==> src/rtl/mcast_hash_filter.sv <==
module mcast_hash_filter #(
  parameter int WORD_W     = 16,
  parameter int TBL_WORDS  = 4,
  parameter int ADDR_BYTES = 6
) (
  input  logic                          clk,
  input  logic                          rst_n,
  input  logic                          hash_en,
  input  logic                          frm_start,
  input  logic                          byte_vld,
  input  logic [7:0]                    byte_data,
  input  logic                          wr_en,
  input  logic [$clog2(TBL_WORDS)-1:0]  wr_sel,
  input  logic [WORD_W-1:0]             wr_data,
  input  logic [$clog2(TBL_WORDS)-1:0]  rd_sel,
  output logic [WORD_W-1:0]             rd_data,
  output logic                          dec_vld,
  output logic                          dec_mcast,
  output logic                          dec_hit
);
  localparam int TBL_BITS = WORD_W * TBL_WORDS;
  localparam int IDX_W    = $clog2(TBL_BITS);
  localparam int CNT_W    = $clog2(ADDR_BYTES + 1);
  localparam logic [31:0] POLY_REV = 32'hEDB88320;

  function automatic logic [31:0] crc_byte(input logic [31:0] c, input logic [7:0] d);
    logic [31:0] r;
    r = c;
    for (int i = 0; i < 8; i++)
      r = {1'b0, r[31:1]} ^ ((r[0] ^ d[i]) ? POLY_REV : 32'h0);
    return r;
  endfunction

  logic [TBL_BITS-1:0] tbl_q, snap_q, tbl_use;
  logic [31:0]         crc_q, crc_in, crc_nx;
  logic [CNT_W-1:0]    cnt_q, cnt_base;
  logic                busy_q, mc_q, mc_now, take, last;

  assign crc_in   = frm_start ? '1 : crc_q;
  assign cnt_base = frm_start ? '0 : cnt_q;
  assign tbl_use  = frm_start ? tbl_q : snap_q;
  assign take     = byte_vld && (frm_start || busy_q);
  assign last     = take && (cnt_base == CNT_W'(ADDR_BYTES - 1));
  assign crc_nx   = crc_byte(crc_in, byte_data);
  assign mc_now   = (cnt_base == '0) ? byte_data[0] : mc_q;
  assign rd_data  = tbl_q[int'(rd_sel) * WORD_W +: WORD_W];

  always_ff @(posedge clk) begin
    if (!rst_n) begin
      tbl_q <= '0;
    end else if (wr_en) begin
      tbl_q[int'(wr_sel) * WORD_W +: WORD_W] <= wr_data;
    end
  end

  always_ff @(posedge clk) begin
    if (!rst_n) begin
      snap_q    <= '0;
      crc_q     <= '1;
      cnt_q     <= '0;
      busy_q    <= 1'b0;
      mc_q      <= 1'b0;
      dec_vld   <= 1'b0;
      dec_mcast <= 1'b0;
      dec_hit   <= 1'b0;
    end else begin
      snap_q    <= tbl_use;
      crc_q     <= take ? crc_nx : crc_in;
      cnt_q     <= take ? cnt_base + CNT_W'(1) : cnt_base;
      mc_q      <= take ? mc_now : mc_q;
      busy_q    <= (frm_start || busy_q) && !last;
      dec_vld   <= last;
      dec_mcast <= last && mc_now;
      dec_hit   <= last && mc_now && hash_en && tbl_use[crc_nx[IDX_W-1:0]];
    end
  end
endmodule

==> config.mk <==
export PLATFORM = sky130hd
export DESIGN_NAME = mcast_hash_filter
export DESIGN_NICKNAME = d
export VERILOG_FILES = /design/src/rtl/mcast_hash_filter.sv
export SDC_FILE = /design/constraint.sdc
export NUM_CORES = 1
export LEC_CHECK = 0
export ABC_AREA = 0
export BUFFER_PORTS_ARGS = -buffer_cell sky130_fd_sc_hd__buf_2
export CORE_ASPECT_RATIO = 1.5
export CORE_MARGIN = 10
export CORE_UTILIZATION = 56
export DETAILED_ROUTE_END_ITERATION = 8
export HOLD_SLACK_MARGIN = 0.15
export PLACE_DENSITY = 0.86
export SYNTH_ARGS = -nofsm -noshare
export SYNTH_HDL_FRONTEND = slang
export SYNTH_SLANG_ARGS = --single-unit
==> constraint.sdc <==
create_clock -name clk -period 2.7 [get_ports clk]
set_input_delay 0.405 -clock clk [delete_from_list [all_inputs] [get_ports clk]]
set_output_delay 0.405 -clock clk [all_outputs]
set_load 0.02 [all_outputs]
# Word level (Yosys, flattened, before mapping)
# Index checks and enable logic that the tools add are counted.
# totals
elab_cells,58
out_inout_bits,19
ff_bits,168
input_bits,34
# classes
add_sub_neg,2
bitwise,16
order_cmp,1
mux,17
n_eq_ne,1
reduce_logical,9
shift,3
# ops
operator,n
2-to-1 mux 32 bit,10
bitwise XOR 31 x 32 -> 32 bit,8
bitwise mux 64 bit,1
2-to-1 mux 64 bit,1
"variable shift 16 x 33 -> 64 bit, first input constant",1
indexed part select 16 x 33 -> 64 bit,1
indexed part select 64 x 7 -> 16 bit,1
negator 6 -> 33 bit,1
bitwise XOR 1 bit,8
"< comparator 6 x 7 -> 1 bit, second input constant",1
binary-select mux 1 bit (select 6 bit),1
logical AND 1 bit,6
2-to-1 mux 3 bit,2
"adder 3 x 1 -> 3 bit, second input constant",1
"equality test 3 bit, second input constant",1
logical NOT 3 bit,1
2-to-1 mux 1 bit,2
logical NOT 1 bit,1
logical OR 1 bit,1

# Logic depth before layout (Yosys ltp)
# Gate-level depths: netlist (run 1).
# depth
word_depth,28
mapped_depth,15
mapped_depth_nobuf,12

# Worst setup path after synthesis (run 1)
# No wires, ideal clock.
# synth_path
path_type,input port to flip-flop
start,input frm_start
end,register dec_hit
required_ns,2.643
stages,15
path_slack_ns,-0.187
t_arrival_ns,2.830
path_cell_list,buf_4 -> inv_1 -> clkbuf_1 -> clkbuf_1 -> nand2_1 -> inv_1 -> ha_1 -> nand3_1 -> nor3_1 -> and2_1 -> nand2_1 -> a2111oi_0 -> nand4_1 -> o41ai_2 -> a21o_1
# synth_between
elab_chain_len,16
elab_cells_between_ends,38
classes_between,eq/ne (1); mux (14); bitwise (16); reduce/logical (7)
# synth_lines
element,line,text
"start, declared",9,"input logic frm_start,"
2-to-1 mux 32 bit,39,assign crc_in = frm_start ? '1 : crc_q;
bitwise XOR 1 bit or bitwise XOR 31 x 32 -> 32 bit (tied branches),30,"r = {1'b0, r[31:1]} ^ ((r[0] ^ d[i]) ? POLY_REV : 32'h0);"
2-to-1 mux 32 bit or bitwise XOR 1 bit (tied branches),30,
bitwise XOR 31 x 32 -> 32 bit or 2-to-1 mux 32 bit (tied branches),30,
bitwise XOR 31 x 32 -> 32 bit (5 in a row),30,
bitwise XOR 1 bit or bitwise XOR 31 x 32 -> 32 bit (tied branches),30,
2-to-1 mux 32 bit or bitwise XOR 1 bit (tied branches),30,
bitwise XOR 31 x 32 -> 32 bit or 2-to-1 mux 32 bit (tied branches),30,
bitwise XOR 31 x 32 -> 32 bit,30,
binary-select mux 1 bit (select 6 bit),74,dec_hit <= last && mc_now && hash_en && tbl_use[crc_nx[IDX_W-1:0]];
2-to-1 mux 1 bit (implied by the code),74,
logical AND 1 bit (*),74,
"end signal, assigned",74,
"end, declared",19,output logic dec_hit
# Every way passes the cells marked *; elsewhere a longest branch is shown, timed or not. The select of a mux whose other input is x is not followed.
# A chain may end at the register's enable or synchronous reset.

# Worst setup path in the final report (run 1)
# layout_path
start,register crc_q[3]
end,register dec_hit
# layout_between
elab_chain_len,14
# layout_lines
element,line,text
"start, declared",35,"logic [31:0] crc_q, crc_in, crc_nx;"
"start signal, assigned",68,crc_q <= take ? crc_nx : crc_in;
2-to-1 mux 32 bit,39,
bitwise XOR 31 x 32 -> 32 bit (3 in a row),30,
bitwise XOR 1 bit,30,
2-to-1 mux 32 bit,30,
bitwise XOR 31 x 32 -> 32 bit (5 in a row),30,
binary-select mux 1 bit (select 6 bit),74,
2-to-1 mux 1 bit (implied by the code),74,
logical AND 1 bit,74,
# No other way between the ends. The select of a mux whose other input is x is not followed.

==> metrics.yaml, run 1 <==
critical_path:
  startpoint_type: "register"
  crit_fanout: 10
  worstPathArrival_ns: 2.88
  r2r_cells: 8
  r2r-end: "dec_hit$_SDFF_PN0_"
  crit_path_top_delay_cell: "xor3_2"
  crit_top_cell: "a311o_1"
  cp-end-kind: "register"
  criticalPathCategory: "reg2reg"
  cpPeakStageDelay_ns: 0.46
  r2r_start: "crc_q[3]$_SDFF_PN1_"
  cp.required_ns: 3.09
  path_cells: "xor3_2 > nor3_4 > nor2_2 > buf_4 > a311o_1 > a311o_1 > a311oi_2 > a21o_1"
  rrSetupSlack_ns: 0.20
global_route:
  antenna_found_initial: 1
  grt_pass1_vias: 7701
  grt_max_degree: 109
  grt-ovfl-total: 0
  grt_pass1_wl_um: 39620
  grtUsageTotal_pct: 22.72
placed_design:
  io_buffers: 52
  dp_worst_setup_slack_ns: 0.05982
  dp_hpwl_um: 17100
  gp_congestion: 0.9341
logic_synthesis:
  synth_nets: 1016
  ys_seq_area_share_pct: 36.97
  synth_area_mm2: 0.009097
  synthArstFlopShare_pct: 0
  yosysUniqueCellTypes: 64
  ys_ff_latch: 168
  synth_edf_count: 0
  ys_warn_count: 0
  synthCells: 974
  synth.avg_cell_area_um2: 9.340
  synthFlopType: "dfxtp_1"
timing:
  worst_slew_pin_slew_ns: 0.8048
  rsz0062_at_grt: "no"
  clock.fmax_ghz: 0.4007
  drv_slew: 0
  clock_skew_ns: 0.007189
  final.setup.worst_slack_ns: 0.2046
  min_period_ns: 2.495
  final_hold_viol_count: 0
  fin_setup_tns_ns: 0
  relSlewSlack_pct: 46.35
  fin_crit_sh_pct: 92.42
  setup-violations-final: 0
routing:
  wl_per_cell_um: 19.85
  firstDrtPassIters: 5
  drtIter0Drc: 838
  drcViolationCount: 0
  dr_total_vias: 7694
  antenna_left: 0
  finalWirelength_um: 24600
  viasPerCell: 6.210
power:
  netSwitchingPower_uw: 1928
  combinationalPowerShare_pct: 20.9
  pwr-share-clk_pct: 38.9
  seqPwrFrac_pct: 40.2
  power_leakage_uw: 0.003870
  p_int_uw: 4573
  p_per_area_mw_per_mm2: 626.9
  p_sw_share_pct: 29.66
  peakVddDrop_mv: 0.3994
floorplan:
  die-area_mm2: 0.02185
  coreArea_mm2: 0.01605
  io_pins: 53
  die_y_um: 176.1
  rows: 57
  start_util_pct: 56.69
  die_x_um: 124.1
clocking:
  tritoncts: "built"
  cts_max_path_buffers: 2
  ctsHoldBuffers: 0
  cts_sinks: 168
  root_buffer: "clkbuf_16"
  cts-htree-levels: 4
  post_cts_buffers: 0
  ctsResizeCount: 0
  numCtsBuffers: 17
  clock_latency_ns: 0.44
  path_clk_slew_ns: 0.07
min_path:
  hold_path_end: "dec_vld$_SDFF_PN0_"
  min_path_type: "in2reg"
  whs_path_depth: 3
  worstHoldStart: "rst_n"
layout:
  mostFrequentLayoutCells: "168 x dfxtp_1, 145 x nor2b_1, 87 x nand2_1"
  n_fill_cell: 1230
  area_growth_syn_to_layout_pct: 13.99
  drive_gt1_share_pct: 17.44
  nNetsFinal: 1061
  final_common_cell: "dfxtp_1"
status:
  outcome: "finished, final reports clean"
job:
  drv_cap: 0
layout make-up:
type	count	area (um2)	share of cell area, %
clock inverters	13	156.4	1.508
diodes	1	2.502	0.02413
well taps	206	257.7	2.486
flip-flops and latches	168	3363	32.43
multi-input cells	725	5411	52.18
clock buffers	19	452.9	4.368
inverters	6	26.28	0.2534
repair buffers	101	699.4	6.745
per-stage QoR:
stage / power [uW] / area (um2) / util (%) / hold slack (ns) / instances
CTS: 6490 / 10370 / 64.61 / 0.2339 / 1238
detailed placement: 4003 / 9758 / 60.81 / 0.4916 / 1206
global route: 6734 / 10370 / 64.62 / 0.2529 / 1239
floorplan: 3602 / 9104 / - / 0.4490 / 974
global placement: 3976 / 9758 / 60.81 / 0.4885 / 1206
finish: 6501 / 10370 / 64.62 / 0.2395 / 1239
state kept, by name, summed over array words and instances (netlist names):
name and flops:
snap_q 64, dec_hit 1, dec_mcast 1, crc_q 32, mc_q 1, dec_vld 1, busy_q 1, tbl_q 64
cnt_q 3
cell usage after synthesis, types with 7 or more instances:
master / n / share of area [%]
a211oi_1: 15 / 1.2
a311o_1: 9 / 0.99
a22oi_1: 65 / 5.4
nor3_1: 21 / 1.2
o21ai_1: 9 / 0.50
mux4_2: 21 / 5.2
clkbuf_1: 51 / 2.1
o22ai_1: 7 / 0.48
nand2_1: 87 / 3.6
buf_2: 17 / 0.94
nor2_1: 55 / 2.3
nor2b_1: 145 / 10
xnor2_1: 35 / 3.4
nor4_1: 7 / 0.48
o211ai_1: 7 / 0.58
a21oi_1: 15 / 0.83
xor2_1: 22 / 2.1
mux2i_1: 77 / 8.5
nand3_1: 11 / 0.61
dfxtp_1: 168 / 37
o21ai_0: 33 / 1.8
ha_1: 8 / 1.1
how the worst max path moves through the flow:
stage,start,to,slack [ns],cells past startpoint
3_5_place_dp,byte_data[3],dec_hit$_SDFF_PN0_,0.06,9
4_1_cts,crc_q[3]$_SDFF_PN1_,dec_hit$_SDFF_PN0_,0.19,8
6_report,crc_q[3]$_SDFF_PN1_,dec_hit$_SDFF_PN0_,0.20,8
2_1_floorplan,frm_start,dec_hit$_SDFF_PN0_,0.09,15
5_1_grt,crc_q[3]$_SDFF_PN1_,dec_hit$_SDFF_PN0_,0.09,9
3_3_place_gp,byte_data[3],dec_hit$_SDFF_PN0_,0.10,9
metal layers:
metal  global-route usage, %  wire length (um)  up-vias
li1                        -                 -     3548
met4                   12.18              1010        0
met2                   39.69             13050      309
met1                   25.10              9257     3748
met3                   4.252              1276       89
met5                       0                 0        -
power by group through the flow:
stage          logic, uW  clock network, uW  registers [uW]
6_report            1360               2530            2610
5_1_grt             1470               2650            2620
4_1_cts             1350               2530            2610
3_5_place_dp        1330                  0            2670
3_3_place_gp        1310                  0            2670
2_1_floorplan        956                  0            2650
logic make-up after synthesis:
logic type / synth area share (%)
fa+ha+maj: 1.100
simple gates: 20.00
buf+inv: 3.865
flops: 36.97
mux: 14.41
xor+xnor: 8.527
compound gates: 15.13
worst max-delay path: cells and delay by family (launching register included):
kind	cells	cell delay, ns
AO/OA/AOI/OAI	4	1.00
XOR/XNOR	1	0.46
buffers and inverters	1	0.19
flip-flops	1	0.45
AND/OR/NAND/NOR	2	0.34
No activity file was read; power rests on OpenSTA's default activity.
==> run 2: changes to the inputs <==
--- a/config.mk
+++ b/config.mk
@@ -8,11 +8,11 @@
 export ABC_AREA = 0
 export BUFFER_PORTS_ARGS = -buffer_cell sky130_fd_sc_hd__buf_2
 export CORE_ASPECT_RATIO = 1.5
-export CORE_MARGIN = 10
-export CORE_UTILIZATION = 56
+export CORE_MARGIN = 2
+export CORE_UTILIZATION = 50
 export DETAILED_ROUTE_END_ITERATION = 8
 export HOLD_SLACK_MARGIN = 0.15
-export PLACE_DENSITY = 0.86
+export PLACE_DENSITY = 0.79
 export SYNTH_ARGS = -nofsm -noshare
 export SYNTH_HDL_FRONTEND = slang
 export SYNTH_SLANG_ARGS = --single-unit
==> metrics.yaml, run 2 (synthesis gave the netlist of run 1 again) <==
global_route:
  grt-ovfl-total: 0
  antenna_found_initial: 0
  grt_max_degree: 90
  grt_pass1_vias: 7161
  grt_pass1_wl_um: 37850
  grtUsageTotal_pct: 24.76
routing:
  firstDrtPassIters: 5
  drcViolationCount: 0
  antenna_left: 0
  wl_per_cell_um: 19.16
  viasPerCell: 6.023
  finalWirelength_um: 23820
  drtIter0Drc: 669
  dr_total_vias: 7487
critical_path:
  cp.required_ns: 3.03
  cp-end-kind: "register"
  crit_fanout: 14
  worstPathArrival_ns: 2.87
  startpoint_type: "register"
  criticalPathCategory: "reg2reg"
layout:
  final_util_pct: 57.82
  nNetsFinal: 1057
  final_common_cell: "dfxtp_1"
  layoutNonFillerInstCount: 1243
  finalInstanceArea_mm2: 0.01033
  diodes: 0
  drive_gt1_share_pct: 16.96
  mostFrequentLayoutCells: "168 x dfxtp_1, 145 x nor2b_1, 87 x nand2_1"
  area_growth_syn_to_layout_pct: 13.55
  top_regs: "snap_q x64, tbl_q x64, crc_q x32"
clocking:
  root_buffer: "clkbuf_16"
  numCtsBuffers: 17
  path_clk_slew_ns: 0.07
  ctsHoldBuffers: 0
  tritoncts: "built"
  clock_latency_ns: 0.43
  cts_max_path_buffers: 2
  cts-htree-levels: 4
  cts_sinks: 168
placed_design:
  gp_congestion: 0.9126
  dp_hpwl_um: 16250
  dp.cells: 1213
  io_buffers: 52
  place_area_mm2: 0.009717
timing:
  fin_setup_tns_ns: 0
  drv_slew: 0
  worst_slew_pin_slew_ns: 0.8125
  whs_ns: 0.2758
  relSlewSlack_pct: 45.83
  rsz0062_at_grt: "no"
  final_hold_viol_count: 0
  setup-violations-final: 0
  clock.fmax_ghz: 0.3929
  min_period_ns: 2.545
  fin_crit_sh_pct: 94.27
  clock_skew_ns: 0.01209
floorplan:
  coreArea_mm2: 0.01787
  rows: 60
  die-area_mm2: 0.01931
  die_x_um: 114.1
  io_pins: 53
  start_util_pct: 50.92
  die_y_um: 169.2
power:
  p_per_area_mw_per_mm2: 629.2
  power_leakage_uw: 0.003845
  peakVddDrop_mv: 0.4301
status:
  outcome: "finished, final reports clean"
min_path:
  min_path_type: "in2reg"
job:
  drv_cap: 0
==> run 2: final timing paths <==
kind / start / endpoint / slack (ns) / cells after the start
setup / recovery: crc_q[3]$_SDFF_PN1_ / dec_hit$_SDFF_PN0_ / 0.15 / 8
hold / removal: rst_n / dec_vld$_SDFF_PN0_ / 0.28 / 3
setup reg to reg: crc_q[3]$_SDFF_PN1_ / dec_hit$_SDFF_PN0_ / 0.15 / 8
hold reg to reg: snap_q[53]$_SDFF_PN0_ / snap_q[53]$_SDFF_PN0_ / 0.52 / 2
==> run 2: critical path, cell delays in order, from the launching register on <==
cell and delay, ns:
dfxtp_1 0.46, xor3_2 0.47, o21ai_4 0.22, nand2_4 0.18, o311a_1 0.34, a2111o_1 0.44
nand4_1 0.12, o41ai_2 0.07, a21o_1 0.15
==> run 2: through the flow <==
step,total power [uW],worst slack [ns]
2_1_floorplan,3602,0.08542
3_3_place_gp,3970,0.04685
3_5_place_dp,3988,0.02663
4_1_cts,6511,0.1115
5_1_grt,6737,0.008415
6_report,6499,0.1546
==> run 2: layout make-up <==
cell class	instances	area (um2)
Fill cell	1532	7537
Multi-Input combinational cell	725	5416
Sequential cell	168	3363
Timing Repair Buffer	97	644.4
Clock buffer	18	439.2
Tap cell	217	271.5
Clock inverter	12	168.9
Inverter	6	26.28
==> run 2: repair_timing <==
action | in CTS | in global routing
buffers inserted | 0 | 0
resized for setup | 0 | 1
endpoints found under the setup margin | 0 | 1
==> run 2: power by group <==
part	internal, uW	switching (uW)	total [uW]	leakage [uW]
clock	1490	1050	2540	0.000297
sequential	2550	62.7	2610	0.00136
combinational	567	776	1340	0.00219
==> run 2: routing by layer <==
layer | track usage [%] | vias to the layer above | share of wire (%)
met5 | 0 | - | 0
met3 | 4.107 | 48 | 4.6
li1 | - | 3539 | -
met2 | 43.25 | 257 | 51
met4 | 10.71 | 0 | 3.2
met1 | 29.79 | 3643 | 41
==> run 3: changes to the inputs <==
--- a/config.mk
+++ b/config.mk
@@ -10,9 +10,11 @@
 export CORE_ASPECT_RATIO = 1.5
 export CORE_MARGIN = 2
 export CORE_UTILIZATION = 50
+export CTS_CLUSTER_SIZE = 16
 export DETAILED_ROUTE_END_ITERATION = 8
 export HOLD_SLACK_MARGIN = 0.15
 export PLACE_DENSITY = 0.79
+export RECOVER_POWER = 100
 export SYNTH_ARGS = -nofsm -noshare
 export SYNTH_HDL_FRONTEND = slang
 export SYNTH_SLANG_ARGS = --single-unit
==> metrics.yaml, run 3 (synthesis gave the netlist of run 1 again) <==
floorplan:
  die-area_mm2: 0.01931
  io_pins: 53
  coreArea_mm2: 0.01787
  rows: 60
  die_y_um: 169.2
  die_x_um: 114.1
  start_util_pct: 50.92
layout:
  finalInstanceArea_mm2: 0.01026
  diodes: 0
  area_growth_syn_to_layout_pct: 12.83
  top_regs: "snap_q x64, tbl_q x64, crc_q x32"
  final_common_cell: "dfxtp_1"
  layoutNonFillerInstCount: 1243
  final_util_pct: 57.45
  drive_gt1_share_pct: 14.52
  mostFrequentLayoutCells: "168 x dfxtp_1, 145 x nor2b_1, 87 x nand2_1"
  n_fill_cell: 1546
  nNetsFinal: 1057
global_route:
  grt_max_degree: 90
  grt-ovfl-total: 0
  grt_pass1_vias: 7161
  grt_pass1_wl_um: 37850
  antenna_found_initial: 0
  grtUsageTotal_pct: 24.76
timing:
  clock_skew_ns: 0.01144
  drv_slew: 90
  fin_crit_sh_pct: 93.70
  min_period_ns: 2.530
  final_hold_viol_count: 0
  fin_setup_tns_ns: 0
  rsz0062_at_grt: "no"
  relSlewSlack_pct: -2.615
  setup-violations-final: 0
  worst_slew_pin_slew_ns: 1.539
  clock.fmax_ghz: 0.3953
critical_path:
  cp-end-kind: "register"
  worst_path_dominant_cell_family: "compound AO/OA/AOI/OAI gates"
  path_cells: "xor3_2 > o21ai_4 > nand2_4 > o311a_1 > a2111o_1 > nand4_1 > o41ai_2 > a21o_1"
  crit_fanout: 14
  startpoint_type: "register"
  cp.required_ns: 3.03
  criticalPathCategory: "reg2reg"
  crit_path_top_delay_cell: "xor3_2"
  worstPathArrival_ns: 2.86
  crit_buf_inv: 0
  cpPeakStageDelay_ns: 0.47
clocking:
  tritoncts: "built"
  path_clk_slew_ns: 0.07
  numCtsBuffers: 17
  cts-htree-levels: 4
  cts_sinks: 168
  clock_latency_ns: 0.43
  root_buffer: "clkbuf_16"
  cts_max_path_buffers: 2
placed_design:
  place_area_mm2: 0.009717
  dp_hpwl_um: 16250
  io_buffers: 52
  gp_congestion: 0.9126
  dp.cells: 1213
routing:
  wl_per_cell_um: 19.11
  firstDrtPassIters: 6
  drcViolationCount: 0
  antenna_left: 0
  dr_total_vias: 7448
  viasPerCell: 5.992
  drtIter0Drc: 647
  finalWirelength_um: 23760
power:
  power_leakage_uw: 0.003739
  finalPower_uw: 6485
  p_per_area_mw_per_mm2: 631.8
  peakVddDrop_mv: 0.4327
status:
  outcome: "complete, but fails checks"
  violations: "capacitance limit, slew limit"
job:
  drv_cap: 1
min_path:
  min_path_type: "in2reg"
-- run 3: path summary, 6_finish.rpt --
path                              start               endpoint  slack [ns]  cells after the start
setup / recovery    crc_q[3]$_SDFF_PN1_     dec_hit$_SDFF_PN0_        0.17                      8
setup reg to reg    crc_q[3]$_SDFF_PN1_     dec_hit$_SDFF_PN0_        0.17                      8
hold / removal                    rst_n     dec_vld$_SDFF_PN0_        0.27                      3
hold reg to reg   snap_q[53]$_SDFF_PN0_  snap_q[53]$_SDFF_PN0_        0.52                      2
-- run 3: per-stage QoR --
step,setup WS [ns],hold slack (ns)
after global routing,0.008415,0.2614
after global placement,0.04685,0.4901
after CTS,0.1115,0.2669
after detailed placement,0.02663,0.5022
after floorplan,0.08542,0.4490
final,0.1701,0.2654
-- run 3: repair_timing --
action                     in CTS  in global routing
buffers inserted                0                  0
hold buffers                    0                  0
setup endpoints to repair       0                  1
gates resized for setup         0                  1
-- run 3: layout make-up --
cell class | instances | area, um2 | area share [%]
Tap cell | 217 | 271.5 | 2.645
Clock inverter | 12 | 168.9 | 1.646
Sequential cell | 168 | 3363 | 32.76
Clock buffer | 18 | 439.2 | 4.278
Timing Repair Buffer | 97 | 604.3 | 5.887
Multi-Input combinational cell | 725 | 5394 | 52.55
Inverter | 6 | 23.77 | 0.2316
-- run 3: metal layers --
| metal | vias up | GRT usage, % | share of wire (%) | wire, um |
|---|---|---|---|---|
| met4 | 0 | 10.71 | 3.4 | 804 |
| met1 | 3618 | 29.79 | 41 | 9683 |
| met2 | 240 | 43.25 | 51 | 12210 |
| li1 | 3534 | - | - | - |
| met3 | 56 | 4.107 | 4.5 | 1060 |
| met5 | - | 0 | 0 | 0 |
-- run 3: tightest hold or removal path, cell delays in order --
cell and delay [ns]:
clkbuf_1 0.10, nand2_1 0.08, nor3_1 0.06
-- run 3: power by group --
part / internal, uW / leakage [uW] / switching (uW)
Clock: 1490 / 0.000297 / 1060
Combinational: 551 / 0.00208 / 770
Sequential: 2550 / 0.00136 / 62.3
